**config.mk**
```make
export PLATFORM = sky130hd
export DESIGN_NAME = fault_liveness_monitor
export DESIGN_NICKNAME = d
export VERILOG_FILES = /design/src/rtl/fault_liveness_monitor.sv
export SDC_FILE = /design/constraint.sdc
export NUM_CORES = 1
export LEC_CHECK = 0
export BUFFER_PORTS_ARGS = -buffer_cell sky130_fd_sc_hd__clkbuf_2
export CAP_MARGIN = 30
export CORE_UTILIZATION = 40
export DETAILED_ROUTE_END_ITERATION = 6
export PLACE_DENSITY = 0.73
export SLEW_MARGIN = 20
export SYNTH_ARGS = -nofsm -noshare
export SYNTH_HDL_FRONTEND = slang
export SYNTH_SLANG_ARGS = --single-unit
```
**constraint.sdc**
```tcl
create_clock -name clk -period 2.2 [get_ports clk]
set_input_delay 0.33 -clock clk [delete_from_list [all_inputs] [get_ports clk]]
set_output_delay 0.33 -clock clk [all_outputs]
set_load 0.005 [all_outputs]
```
**src/rtl/fault_liveness_monitor.sv**
```systemverilog
module fault_liveness_monitor #(
  parameter int TW = 32,
  parameter int AW = 16,
  parameter int DW = 32
) (
  input  logic          clk,
  input  logic          rst_n,
  input  logic          arm,
  input  logic [TW-1:0] arm_time,
  input  logic [AW-1:0] arm_addr,
  input  logic          arm_code,
  input  logic [DW-1:0] arm_mask,
  input  logic          ev_valid,
  input  logic [1:0]    ev_kind,
  input  logic [TW-1:0] ev_time,
  input  logic [AW-1:0] ev_addr,
  input  logic          trace_end,
  output logic          busy,
  output logic          done,
  output logic          live
);
  localparam logic [1:0] K_READ  = 2'b00;
  localparam logic [1:0] K_WRITE = 2'b01;
  localparam logic [1:0] K_FETCH = 2'b10;

  logic [TW-1:0] inj_time;
  logic [AW-1:0] tgt_addr;
  logic          tgt_code;

  logic hit, rd_hit, wr_hit, fe_hit, decide, start;

  assign hit    = ev_valid && (ev_time > inj_time) && (ev_addr == tgt_addr);
  assign rd_hit = hit && !tgt_code && (ev_kind == K_READ);
  assign wr_hit = hit && !tgt_code && (ev_kind == K_WRITE);
  assign fe_hit = hit &&  tgt_code && (ev_kind == K_FETCH);
  assign decide = busy && (rd_hit || wr_hit || fe_hit || trace_end);
  assign start  = arm && !busy;

  always_ff @(posedge clk) begin
    if (!rst_n) begin
      busy     <= 1'b0;
      done     <= 1'b0;
      live     <= 1'b0;
      inj_time <= '0;
      tgt_addr <= '0;
      tgt_code <= 1'b0;
    end else if (start) begin
      inj_time <= arm_time;
      tgt_addr <= arm_addr;
      tgt_code <= arm_code;
      busy     <= |arm_mask;
      done     <= ~|arm_mask;
      live     <= 1'b0;
    end else if (decide) begin
      busy <= 1'b0;
      done <= 1'b1;
      live <= rd_hit || fe_hit;
    end
  end
endmodule

```
# --- Word level (Yosys, flattened, before mapping) ---
# Index checks and enable logic that the tools add are counted.
totals:
  output_inout_bits: 3
  reg_bits: 52
  in_bits: 136
classes:
  order_cmp: 1
  n_bitwise: 1
  muxes: 4
  reduce_logical: 20
  n_eq_ne: 3
op_table:
  columns: ["cell", "n"]
  rows:
  - ["32-bit greater-than comparator", 1]
  - ["32-bit OR reduction", 1]
  - ["16-bit == test", 1]
  - ["1-bit logical AND", 9]
  - ["1-bit logical OR", 4]
  - ["1-bit two-way mux", 4]
  - ["1-bit zero test", 3]
  - ["2-bit by 1-bit == test with 1-bit output, second input constant", 1]
  - ["2-bit == test, second input constant", 1]
  - ["2-bit zero test", 1]
  - ["2-bit nonzero test", 1]
  - ["2-bit OR reduction", 1]
  - ["1-bit inverter", 1]

# --- Longest topological paths before layout ---
depth:
  word_depth: 11
  ltp_mapped: 8

# --- Least setup slack after synthesis ---
# Ideal clock, no wire load.
synth_path:
  path_kind: "reg-to-reg"
  from: "reg inj_time[14]"
  to: "reg done"
  setup_slack_ns: 0.122
  path_stages_with_launch: 9
  setup_ns: 0.125
  period_less_slack_ns: 2.078
  arrival_ns: 1.953
  t_required_ns: 2.075
  path_cell_list: "dfxtp_1 inv_1 ha_1 nand4_2 or4_4 nor3_2 nor3_1 o311a_2 o41a_1"
synth_via:
  elab_chain_len: 10
  elab_cells_between_ends: 13
  cone_classes: "1 x order compare; 12 x reduce/logical"
synth_rtl:
  columns: ["element", "line", "text"]
  rows:
  - ["from (decl)", "26", "logic [TW-1:0] inj_time;"]
  - ["from (signal assigned)", "48", "inj_time <= arm_time;"]
  - ["32-bit greater-than comparator (*)", "32", "assign hit = ev_valid && (ev_time > inj_time) && (ev_addr == tgt_addr);"]
  - ["1-bit logical AND (*) (2 in series)", "32", null]
  - ["1-bit logical AND", "33, 34", null]
  - ["1-bit logical AND (on tied branches)", "33, 34", null]
  - ["1-bit logical OR", "36", "assign decide = busy && (rd_hit || wr_hit || fe_hit || trace_end);"]
  - ["1-bit logical OR (*) (2 in series)", "36", null]
  - ["1-bit logical AND (*)", "36", null]
  - ["2-bit nonzero test (no source line) (*)", null, null]
  - ["to (signal assigned)", "52", "done <= ~|arm_mask;"]
  - ["to (decl)", "19", "output logic done,"]
# Every way passes the cells marked *; elsewhere a longest branch is shown, timed or not.
# A chain may end at the register's enable or synchronous reset.

# --- Worst setup path after layout ---
# Ends and elaborated chain as after synthesis.

==> summary.md <==
| Metric | Value |
|---|---|
| Status | completed |
| Synthesized cell area | 2900 sq um |
| Net total in the final layout | 683 |
| Slew headroom | around three fifths |
| Period utilisation layout | 96.5% |
| Clock slew at reported path FFs | 0.09 ns |
| Layout cells sized above 1 | 34.8% |
| Final Cell Area | 3950 sq um |
| Worst setup EP type | flop |
| Largest net degree at the start of global routing | 31 |
| Mapped Avg Cell Area | slightly below 8 sq um |
| Max H-tree Level | 2 |
| CTS Buf Count | 5 |
| First-pass GRT wire length | 12400 um |
| Maximum root-to-sink buffer count | 2 |
| Post-DP HPWL | 6110 um |
| Post-CTS Setup Bufs | 0 |
| Vias | 2966 |
| FP Rows | 30 |
| Peak VDD IR | 307 uV |
| Commonest non-fill, non-tap cell in the layout | clkbuf_2 |
| Starting Density | 42.0% |
| Largest family of logic cells by synthesized area | simple AND/OR/NAND/NOR gates |
| Ranking of synthesized cells by area | dfxtp_1 36%, nand2_1 14%, ha_1 14%, a21oi_1 11%, xor2_1 4.5% |
| Power per cell area | 523 nW/um^2 |
| Final ANT Viol Nets | 0 |
| Max_cap viols | 0 |
| CTS tree | done |
| Finished Layout Cells | 611 |
| Leak pwr | 1.84 nW |
| Final setup fails | 0 |
| Tot Pwr | 2.06 mW |
| Dominant cell type by area after synthesis | dfxtp_1 |
| Post-placement cell count | 604 |
| Clock sink count | 52 |
| Total GRT Usage | 20.9% |
| Fmax | 471 MHz |
| Total Routed Length | 7590 um |
| Area grow syn2layout | 36.0% |
| Post-route setup TNS | 0 ns |
| Max Slew Vio Count | 0 |
| Core ar. | 6910 sq um |
| N_diodes | 0 |
| Port bufs | 138 |
| Syn Nets | 546 |
| CTS Root Cell | clkbuf_8 |
| Clk_skew | 0.00532 ns |
| Setup WS pre-CTS | -0.114 ns |
| Min Tclk post-route | 2.12 ns |
| Post-DP Area | 3740 sq um |
| GPL Wtd Cong | 0.738 |
| Adder-Cell Fraction of Synth Area | 13.8% |
| Top-area cell type share of the netlist area | between 30 and 40% |
| Synth warn | 0 |
| Register bit count reported by yosys | 52 |
| Clock power share | 25.3% |
| Compound-Gate Fraction of Synth Area | roughly 16% |
| Post-synthesis xor/xnor area fraction | 4.83% |
| Vias in the first global route | 2926 |
| Register share of total power | roughly 50% |
| Critical path data required time | 2.39 ns |
| DRT Pass-1 Iters | 4 |
| Int Pwr | 1.47 mW |
| DIE AREA | 7600 sq um |
| Final hold viol count | 0 |
| Hold crit path type | in2reg |
| # IOs | 139 |
| Setup CP Type | reg2reg |
| Mapped Cells | 378 |
| Simple-Gate Fraction of Synth Area | a little under a quarter |
| Switch share | between 20% and 30% |
| Worst-Margin Slew | 0.583 ns |
| Global route overflow | 0 |
| Routed vias/inst | 4.85 |
| Logic pwr share | 24.6% |
| Setup ws final | 0.0768 ns |
| Post-synth cell types | 38 |
| # hold bufs at CTS | 0 |
| DRC Markers | 0 |
| Most frequent cells in the layout | 138 x clkbuf_2, 107 x nand2_1, 60 x a21oi_1 |
| CP Launch Type | flop |
| DR WL/cell | 12.4 um |
| Initial antenna violation count | 0 |
| Sequential area share after synthesis | between 30% and 40% |
| Later-pin clock latency in the skew report | roughly 0.30 ns |
| Chip height | approximately 87 um |
| Die width | 87.2 um |
| Post-synthesis mux area share | 0% |
| NetSw | 595 uW |
| Max Fanout on Critical Path | 3 |
| Iter 0 DRT Violations | 90 |
| Crit path DAT | 2.31 ns |
power groups by stage:
stage                     clock (mW)  sequential (mW)  combinational, mW
after floorplan                    0             1.05              0.262
after global placement             0             1.05              0.458
after detailed placement           0             1.06              0.471
after CTS                      0.542             1.03              0.480
after global routing           0.574             1.04              0.576
final                          0.522             1.03              0.507
metrics by stage:
step	util, %	hold WS, ns
after CTS	55.7	0.232
after detailed placement	54.1	0.446
after global placement	54.1	0.444
after global routing	57.2	0.231
final	57.2	0.234
after floorplan	-	0.436
registers in the layout (all words and copies together), names as in the netlist:
signal    flops
inj_time     32
tgt_addr     16
busy          1
done          1
live          1
tgt_code      1
layer usage:
layer / vias up / part of all wire, % / track usage [%]
met5: - / 0 / 0
met4: 0 / 0.86 / 4.92
met3: 6 / 6.8 / 6.26
met2: 83 / 48 / 37.0
met1: 1325 / 45 / 24.7
li1: 1552 / - / -
repair_timing:
| action | 4_1_cts | 5_1_grt |
|---|---|---|
| endpoints found under the setup margin | 2 | 3 |
| hold endpoints to repair | 0 | 0 |
| resized for setup | 4 | 22 |
| pin swaps | 3 | 8 |
layout make-up:
class	count	area [sq um]
clock buffers	6	72.6
clock inverters	1	5.00
fillers	711	2960
inverters	34	128
multi-input cells	276	1810
flip-flops and latches	52	1050
well taps	96	120
repair buffers	146	763
final timing paths:
kind / startpoint / endpoint / slack [ns] / depth (start not counted)
hold / removal: arm_time[14] / inj_time[14] / 0.23 / 3
setup / recovery: inj_time[14] / done / 0.08 / 8
setup reg to reg: inj_time[14] / done / 0.08 / 8
hold reg to reg: inj_time[15] / inj_time[15] / 0.45 / 2
critical path: stages (launching register included):
cell	delay (ns)
dfxtp_2	0.34
inv_2	0.04
ha_4	0.28
nand4_4	0.10
or4_4	0.55
nor3_4	0.15
nor3_1	0.11
o311a_4	0.13
o41a_1	0.31
cell usage after synthesis:
master       n
nand2_1    108
a21oi_1     61
dfxtp_1     52
inv_1       33
ha_1        32
xor2_1      15
clkbuf_1    14
nor4_1      11
nand4_1      7
o21ai_0      5
nand3_1      4
a21o_1       3
nor3_1       3
and4_1       2
buf_1        2
nor2_1       2
nor2b_1      2
o211ai_1     2
a2111oi_0    1
a211oi_1     1
a221oi_1     1
a2bb2oi_1    1
a31oi_1      1
clkinv_1     1
nand4_2      1
nand4bb_4    1
nor3_2       1
o21a_1       1
o21bai_1     1
o22ai_1      1
o311a_1      1
o311a_2      1
o311ai_0     1
o41a_1       1
or2_2        1
or3_1        1
or4_4        1
xnor2_1      1
cells by family after synthesis:
kind of cell / after synthesis
AND/OR/NAND/NOR: 145
AO/OA/AOI/OAI: 83
flip-flops: 52
buffers and inverters: 50
adder cells (fa/ha/maj): 32
XOR/XNOR: 16
Note: power is estimated with default switching activity, not from simulation.
